### src/rtl/fdc_mode_pkg.sv
package fdc_mode_pkg;

    localparam int NUM_DRV   = 4;
    localparam int DRV_W     = $clog2(NUM_DRV);
    localparam int RATE_W    = 2;
    localparam int LEN_W     = 6;
    localparam int THR_W     = 4;
    localparam int TRK_W     = 8;
    localparam int PCMP_W    = 3;
    localparam int STAT_W    = 8;
    localparam int LOCK_BIT  = 4;

    localparam logic [RATE_W-1:0] RATE_1M = 2'b11;

    localparam logic [LEN_W-1:0] LEN_SHORT = 6'd22;
    localparam logic [LEN_W-1:0] LEN_LONG  = 6'd41;
    localparam logic [LEN_W-1:0] REW_NONE  = 6'd0;
    localparam logic [LEN_W-1:0] REW_SHORT = 6'd19;
    localparam logic [LEN_W-1:0] REW_LONG  = 6'd38;

    localparam logic             DEF_FIFO_OFF = 1'b1;
    localparam logic [THR_W-1:0] DEF_THRESH   = '0;
    localparam logic [TRK_W-1:0] DEF_PRETRK   = '0;

    typedef enum logic [1:0] {
        MODE_CONV = 2'b00,
        MODE_RSVD = 2'b01,
        MODE_P500 = 2'b10,
        MODE_P1M  = 2'b11
    } glob_mode_e;

    typedef enum logic {
        ST_IDLE  = 1'b0,
        ST_REPLY = 1'b1
    } reply_st_e;

    typedef struct packed {
        logic             perp;
        logic [LEN_W-1:0] len;
        logic [LEN_W-1:0] rew;
    } gap_info_t;

endpackage

### src/rtl/fdc_perp_regs.sv
module fdc_perp_regs
    import fdc_mode_pkg::*;
#(
    parameter int N_DRV = NUM_DRV
) (
    input  logic             clk,
    input  logic             rst_n,
    input  logic             sw_reset,
    input  logic             mode_cmd,
    input  logic             mode_m1,
    input  logic             mode_m0,
    input  logic             mode_wr_en,
    input  logic [N_DRV-1:0] mode_mask,
    output glob_mode_e       glob_mode,
    output logic [N_DRV-1:0] drv_mask
);

    glob_mode_e       mode_q;
    logic [N_DRV-1:0] mask_q;

    logic cmd_take;
    assign cmd_take = mode_cmd && !sw_reset;

    always_ff @(posedge clk or negedge rst_n) begin
        if (!rst_n) begin
            mode_q <= MODE_CONV;
        end else if (sw_reset) begin
            mode_q <= MODE_CONV;
        end else if (cmd_take) begin
            mode_q <= glob_mode_e'({mode_m1, mode_m0});
        end
    end

    generate
        for (genvar i = 0; i < N_DRV; i++) begin : g_mask
            always_ff @(posedge clk or negedge rst_n) begin
                if (!rst_n) begin
                    mask_q[i] <= 1'b0;
                end else if (cmd_take && mode_wr_en) begin
                    mask_q[i] <= mode_mask[i];
                end
            end
        end
    endgenerate

    assign glob_mode = mode_q;
    assign drv_mask  = mask_q;


    mask_hold_chk: assert property (@(posedge clk) disable iff (!rst_n)
        (mode_cmd && !mode_wr_en) |=> $stable(mask_q));


    swrst_mode_chk: assert property (@(posedge clk) disable iff (!rst_n)
        sw_reset |=> (mode_q == MODE_CONV) && $stable(mask_q));


    swrst_drop_chk: assert property (@(posedge clk) disable iff (!rst_n)
        (sw_reset && mode_cmd) |=> $stable(mask_q));

endmodule

### src/rtl/fdc_gap_decode.sv
module fdc_gap_decode
    import fdc_mode_pkg::*;
#(
    parameter int N_DRV = NUM_DRV,
    parameter int SEL_W = $clog2(N_DRV)
) (
    input  glob_mode_e        glob_mode,
    input  logic [N_DRV-1:0]  drv_mask,
    input  logic [SEL_W-1:0]  drive_sel,
    input  logic [RATE_W-1:0] rate_sel,
    output gap_info_t         info
);

    logic [N_DRV-1:0] drv_perp;
    logic             sel_perp;
    logic             fast;

    generate
        for (genvar i = 0; i < N_DRV; i++) begin : g_drv
            assign drv_perp[i] = (glob_mode == MODE_CONV) && drv_mask[i];
        end
    endgenerate

    assign sel_perp = drv_perp[drive_sel];
    assign fast     = (rate_sel == RATE_1M);

    always_comb begin
        info = '{perp: 1'b0, len: LEN_SHORT, rew: REW_NONE};
        unique case (glob_mode)
            MODE_P500: info = '{perp: 1'b1, len: LEN_SHORT, rew: REW_SHORT};
            MODE_P1M:  info = '{perp: 1'b1, len: LEN_LONG,  rew: REW_LONG};
            MODE_RSVD: info = '{perp: 1'b0, len: LEN_SHORT, rew: REW_NONE};
            MODE_CONV: begin
                if (sel_perp && fast) begin
                    info = '{perp: 1'b1, len: LEN_LONG, rew: REW_LONG};
                end else if (sel_perp) begin
                    info = '{perp: 1'b1, len: LEN_SHORT, rew: REW_SHORT};
                end else begin
                    info = '{perp: 1'b0, len: LEN_SHORT, rew: REW_NONE};
                end
            end
            default: info = '{perp: 1'b0, len: LEN_SHORT, rew: REW_NONE};
        endcase
    end

endmodule

### src/rtl/fdc_cfg_lock.sv
module fdc_cfg_lock
    import fdc_mode_pkg::*;
#(
    parameter int TW = THR_W,
    parameter int KW = TRK_W,
    parameter int SW = STAT_W,
    parameter int LB = LOCK_BIT
) (
    input  logic          clk,
    input  logic          rst_n,
    input  logic          sw_reset,
    input  logic          cfg_cmd,
    input  logic          cfg_fifo_off,
    input  logic [TW-1:0] cfg_thresh,
    input  logic [KW-1:0] cfg_pretrk,
    input  logic          lock_cmd,
    input  logic          lock_val,
    output logic          fifo_off,
    output logic [TW-1:0] fifo_thresh,
    output logic [KW-1:0] precomp_trk,
    output logic          lock_state,
    output logic          status_valid,
    output logic [SW-1:0] status_byte
);

    logic          off_q;
    logic [TW-1:0] thr_q;
    logic [KW-1:0] trk_q;
    logic          lock_q;
    reply_st_e     st_q, st_d;

    logic lock_take;
    assign lock_take = lock_cmd && !sw_reset;

    always_ff @(posedge clk or negedge rst_n) begin
        if (!rst_n) begin
            off_q <= DEF_FIFO_OFF;
            thr_q <= TW'(DEF_THRESH);
            trk_q <= KW'(DEF_PRETRK);
        end else if (sw_reset) begin
            if (!lock_q) begin
                off_q <= DEF_FIFO_OFF;
                thr_q <= TW'(DEF_THRESH);
                trk_q <= KW'(DEF_PRETRK);
            end
        end else if (cfg_cmd) begin
            off_q <= cfg_fifo_off;
            thr_q <= cfg_thresh;
            trk_q <= cfg_pretrk;
        end
    end

    always_ff @(posedge clk or negedge rst_n) begin
        if (!rst_n) begin
            lock_q <= 1'b0;
        end else if (lock_take) begin
            lock_q <= lock_val;
        end
    end

    always_comb begin
        st_d = st_q;
        unique case (st_q)
            ST_IDLE:  st_d = lock_take ? ST_REPLY : ST_IDLE;
            ST_REPLY: st_d = lock_take ? ST_REPLY : ST_IDLE;
            default:  st_d = ST_IDLE;
        endcase
        if (sw_reset) st_d = ST_IDLE;
    end

    always_ff @(posedge clk or negedge rst_n) begin
        if (!rst_n) st_q <= ST_IDLE;
        else        st_q <= st_d;
    end

    always_comb begin
        status_valid    = 1'b0;
        status_byte     = '0;
        unique case (st_q)
            ST_IDLE:  status_valid = 1'b0;
            ST_REPLY: begin
                status_valid    = 1'b1;
                status_byte[LB] = lock_q;
            end
            default:  status_valid = 1'b0;
        endcase
    end

    assign fifo_off    = off_q;
    assign fifo_thresh = thr_q;
    assign precomp_trk = trk_q;
    assign lock_state  = lock_q;


    locked_keep_chk: assert property (@(posedge clk) disable iff (!rst_n)
        (sw_reset && lock_q) |=> $stable(off_q) && $stable(thr_q) && $stable(trk_q));


    unlocked_dflt_chk: assert property (@(posedge clk) disable iff (!rst_n)
        (sw_reset && !lock_q) |=> off_q && (thr_q == '0) && (trk_q == '0));


    reply_byte_chk: assert property (@(posedge clk) disable iff (!rst_n)
        (lock_cmd && !sw_reset) |=> status_valid &&
            (status_byte == (SW'(1) << LB) * SW'($past(lock_val))));


    swrst_lock_chk: assert property (@(posedge clk) disable iff (!rst_n)
        sw_reset |=> $stable(lock_q) && !status_valid);

endmodule

### src/rtl/fdc_mode_lock.sv
module fdc_mode_lock
    import fdc_mode_pkg::*;
#(
    parameter int N_DRV = NUM_DRV,
    parameter int SEL_W = $clog2(N_DRV),
    parameter int PW    = PCMP_W,
    parameter int TW    = THR_W,
    parameter int KW    = TRK_W
) (
    input  logic              clk,
    input  logic              rst_n,
    input  logic              sw_reset,
    input  logic              mode_cmd,
    input  logic              mode_m1,
    input  logic              mode_m0,
    input  logic              mode_wr_en,
    input  logic [N_DRV-1:0]  mode_mask,
    input  logic              cfg_cmd,
    input  logic              cfg_fifo_off,
    input  logic [TW-1:0]     cfg_thresh,
    input  logic [KW-1:0]     cfg_pretrk,
    input  logic              lock_cmd,
    input  logic              lock_val,
    input  logic [SEL_W-1:0]  drive_sel,
    input  logic [RATE_W-1:0] rate_sel,
    input  logic [PW-1:0]     precomp_prog,
    output logic              perp_active,
    output logic [LEN_W-1:0]  gap2_len,
    output logic [LEN_W-1:0]  gap2_rewrite,
    output logic [PW-1:0]     precomp_eff,
    output logic              fifo_off,
    output logic [TW-1:0]     fifo_thresh,
    output logic [KW-1:0]     precomp_trk,
    output logic              lock_state,
    output logic              status_valid,
    output logic [STAT_W-1:0] status_byte
);

    glob_mode_e       glob_mode;
    logic [N_DRV-1:0] drv_mask;
    gap_info_t        info;

    fdc_perp_regs #(.N_DRV(N_DRV)) u_perp (
        .clk        (clk),
        .rst_n      (rst_n),
        .sw_reset   (sw_reset),
        .mode_cmd   (mode_cmd),
        .mode_m1    (mode_m1),
        .mode_m0    (mode_m0),
        .mode_wr_en (mode_wr_en),
        .mode_mask  (mode_mask),
        .glob_mode  (glob_mode),
        .drv_mask   (drv_mask)
    );

    fdc_gap_decode #(.N_DRV(N_DRV), .SEL_W(SEL_W)) u_dec (
        .glob_mode (glob_mode),
        .drv_mask  (drv_mask),
        .drive_sel (drive_sel),
        .rate_sel  (rate_sel),
        .info      (info)
    );

    fdc_cfg_lock #(.TW(TW), .KW(KW), .SW(STAT_W), .LB(LOCK_BIT)) u_cfg (
        .clk          (clk),
        .rst_n        (rst_n),
        .sw_reset     (sw_reset),
        .cfg_cmd      (cfg_cmd),
        .cfg_fifo_off (cfg_fifo_off),
        .cfg_thresh   (cfg_thresh),
        .cfg_pretrk   (cfg_pretrk),
        .lock_cmd     (lock_cmd),
        .lock_val     (lock_val),
        .fifo_off     (fifo_off),
        .fifo_thresh  (fifo_thresh),
        .precomp_trk  (precomp_trk),
        .lock_state   (lock_state),
        .status_valid (status_valid),
        .status_byte  (status_byte)
    );

    assign perp_active  = info.perp;
    assign gap2_len     = info.len;
    assign gap2_rewrite = info.rew;
    assign precomp_eff  = info.perp ? '0 : precomp_prog;


    perp_precomp_chk: assert property (@(posedge clk) disable iff (!rst_n)
        perp_active |-> (precomp_eff == '0));


    rewrite_fit_chk: assert property (@(posedge clk) disable iff (!rst_n)
        (gap2_rewrite < gap2_len) && (perp_active == (gap2_rewrite != '0)));


    rsvd_ignore_chk: assert property (@(posedge clk) disable iff (!rst_n)
        (u_perp.glob_mode == MODE_RSVD) |-> !perp_active);

endmodule

### config.mk
export PLATFORM = sky130hd
export DESIGN_NAME = fdc_mode_lock
export DESIGN_NICKNAME = d
export VERILOG_FILES = /design/src/rtl/fdc_mode_pkg.sv /design/src/rtl/fdc_perp_regs.sv /design/src/rtl/fdc_gap_decode.sv /design/src/rtl/fdc_cfg_lock.sv /design/src/rtl/fdc_mode_lock.sv
export SDC_FILE = /design/constraint.sdc
export NUM_CORES = 1
export LEC_CHECK = 0
export BUFFER_PORTS_ARGS = -buffer_cell sky130_fd_sc_hd__buf_4
export CORE_MARGIN = 1
export CORE_UTILIZATION = 42
export CTS_CLUSTER_SIZE = 24
export DETAILED_ROUTE_END_ITERATION = 10
export PLACE_DENSITY_LB_ADDON = 0.15
export SETUP_SLACK_MARGIN = 0.3
export SLEW_MARGIN = 10
export SYNTH_ARGS = -nofsm -noshare
export SYNTH_HDL_FRONTEND = slang
export SYNTH_SLANG_ARGS = --single-unit
### constraint.sdc
create_clock -name clk -period 2 [get_ports clk]
set_clock_uncertainty 0.15 [all_clocks]
set_input_delay 0.4 -clock clk [delete_from_list [all_inputs] [get_ports clk]]
set_output_delay 0.4 -clock clk [all_outputs]
set_load 0.01 [all_outputs]
==> run summary <==
CTS H-tree lvls: 1
Post-synthesis cell area: 1150 µm²
Vias in the first global route: 829
Total power divided by cell area: 660 nW/µm²
Largest net degree at the start of global routing: 22
# nets final: 189
Final hold viol count: 0
Worst-path maximum fanout: 7
Avg Vias per Cell: 5.01
Placed Area: 1570 µm²
FP Rows: 18
Initial core utilization: 0.455
Worst EP required: 1.45 ns
IO Port Bufs: 64
Maximum buffer depth of the clock tree: 2
Cells after DPL: 179
Drt first pass iters: 4
Sequential power share: 0.476
Root buf cell: clkbuf_4
Leak: 0.837 nW
Final WS setup: -0.218 ns
Placement-stage worst setup slack: -0.0296 ns
Clock Pin Slew Worst Setup and Hold Paths: 0.11 ns
DRC Markers: 0
Switch Pwr: 308 µW
Die Y-Extent: 54.3 µm
Startpoint Class: flop
CTS tree: yes
RePlAce Congestion: 0.630
Worst Hold Class: input port to flop
Number of flops mapped to enable cells by yosys: 0
Crit path launch: u_perp.drv_mask[3]$_DFFE_PN0P_
Final std cells w/o fill: 184
Failing checks: setup timing
Power Internal: 762 µW
Clock sink count: 21
Setup violators final: 15
Main synth FF type: dfrtp_1
Diode count: 0
Peak VDD IR: 510 µV
Worst Setup Path Type: flop to output pin
Part of the Yosys area used for sequential elements: 0.459
Min Tclk post-route: 2.22 ns
RSZ-0062 raised after global routing: yes
Area grow syn2layout: 41.3%
Die W: 54.3 µm
Setup_tns: -2.64 ns
Dpl hpwl: 1810 µm
Routed WL: 2370 µm
WL per Instance: 12.9 µm
Synthesized instance count: 98
Clk_lat worst skew: 0.29 ns
First-pass GRT wire length: 3570 µm
Ys async rst share: 1.00
Overflow after GRT: 0
WP data arrival: 1.67 ns
Final Instance Area: 1620 µm²
Clock Power Share: 0.180
Combinational Power Share: 0.343
Switching Share: 0.288
Count of cell types in the netlist: 22
IO Count: 73
CTS buffer count: 3
Status: finished with violations
Crit Reg-Reg Startpoint: u_cfg.lock_state$_DFFE_PN0P_
Worst setup EP type: output pin
Register bit total from synthesis: 21
Antenna violations before repair: 0
Hold path startpoint: lock_val
Filler cells: 221
Share of cells above drive strength 1: 0.513
Synth warnings: 0
Placeable Area: 2520 µm²
Postcts setup bufs: 0
Pins Over Slew Limit: 0
Via count: 922
DRT iter0 DRCs: 7
Final critical-path share of the clock period: 1.11
Peak Freq: 0.451 GHz
Die ar.: 2940 µm²
Post-route antenna net violation count: 0
Max Cap Viol: 0
Synthesized area per cell: 11.7 µm²
Total GRT Usage: 0.173
[repair_timing]
action                                  in CTS  in global routing
hold buffers                                 1                  0
pin swaps                                    1                  2
endpoints found under the setup margin      15                 15
gates resized for setup                      3                  1
hold endpoints to repair                    20                  0
[stage by stage]
step / hold WS (ns) / util / power, mW
2_1_floorplan: -0.0456 / - / 0.720
3_3_place_gp: 0.142 / 0.623 / 0.865
3_5_place_dp: 0.145 / 0.623 / 0.874
4_1_cts: 0.175 / 0.641 / 1.08
5_1_grt: 0.166 / 0.643 / 1.13
6_report: 0.182 / 0.643 / 1.07
[power groups by stage]
stage	Combinational [mW]	Clock, mW	Sequential (mW)
floorplan	0.195	0	0.525
global placement	0.349	0	0.516
detailed placement	0.356	0	0.518
CTS	0.368	0.201	0.510
global route	0.399	0.217	0.516
finish	0.367	0.193	0.510
[metal layers]
layer  up-vias  share of wire  track usage
li1        439              -            -
met1       429           0.40        0.201
met2        52           0.51        0.307
met3         2          0.079       0.0306
met4         0         0.0068       0.0769
met5         -              0            0
[cells in the mapped netlist (2+ instances only)]
master / instances / area [µm²]
dfrtp_1: 20 / 500
buf_4: 17 / 128
mux2i_1: 14 / 140
o2bb2ai_1: 12 / 105
mux2_2: 6 / 67.6
a21oi_1: 4 / 20.0
buf_2: 3 / 15.0
nand2b_1: 3 / 18.8
a22o_1: 2 / 17.5
and2_1: 2 / 12.5
clkbuf_1: 2 / 7.51
inv_1: 2 / 7.51
nor2_1: 2 / 7.51
[flip-flops by register name, summed over array words and instances (netlist names)]
name / count
u_cfg.fifo_off: 1
u_cfg.precomp_trk: 8
u_cfg.st_q: 1
u_perp.glob_mode: 2
u_cfg.lock_state: 1
u_cfg.fifo_thresh: 4
u_perp.drv_mask: 4
[final cells by class]
cell class | count | area [µm²] | area share
flip-flops and latches | 21 | 527 | 0.325
inverters | 2 | 7.51 | 0.00463
multi-input cells | 60 | 503 | 0.310
well taps | 30 | 37.5 | 0.0231
repair buffers | 67 | 520 | 0.321
clock buffers | 4 | 26.3 | 0.0162
[logic make-up after synthesis]
logic type | after synthesis | synth area share
buffers and inverters | 24 | 0.137
AOI/OAI and AO/OA | 21 | 0.145
muxes | 21 | 0.201
DFF | 21 | 0.459
and+or+nand+nor | 10 | 0.0545
other | 1 | 0.00327
[worst paths after layout]
path / to / slack [ns] / cells after the start
worst min-delay path: u_cfg.lock_state$_DFFE_PN0P_ / 0.18 / 2
worst min register to register: u_cfg.fifo_off$_DFFE_PN1P_ / 0.33 / 2
worst max register to register: u_cfg.precomp_trk[4]$_DFFE_PN0P_ / 0.75 / 2
max in group asynchronous: u_cfg.fifo_off$_DFFE_PN1P_ / 1.08 / 2
min in group asynchronous: u_cfg.precomp_trk[5]$_DFFE_PN0P_ / 0.36 / 2
worst max-delay path: gap2_len[3] / -0.22 / 3
[layout by cell type (no fill, tap or decap), drive strengths merged]
cell,instances
dfstp,1
inv,2
nand2b,3
conb,8
nor2b,1
a22oi,1
dlygate4sd3,1
dfrtp,20
nand3b,1
mux4,1
a2bb2oi,1
mux2i,14
a22o,2
nor4bb,1
and2,2
buf,66
mux2,6
a21oi,4
clkbuf,4
a21o,1
o2bb2ai,12
nor2,2
[critical path, cell delays in order (launching register included)]
cell and delay (ns):
dfrtp_1 0.39, mux4_2 0.57, a22o_4 0.27, buf_4 0.14
Note: power is estimated with default switching activity, not from simulation.
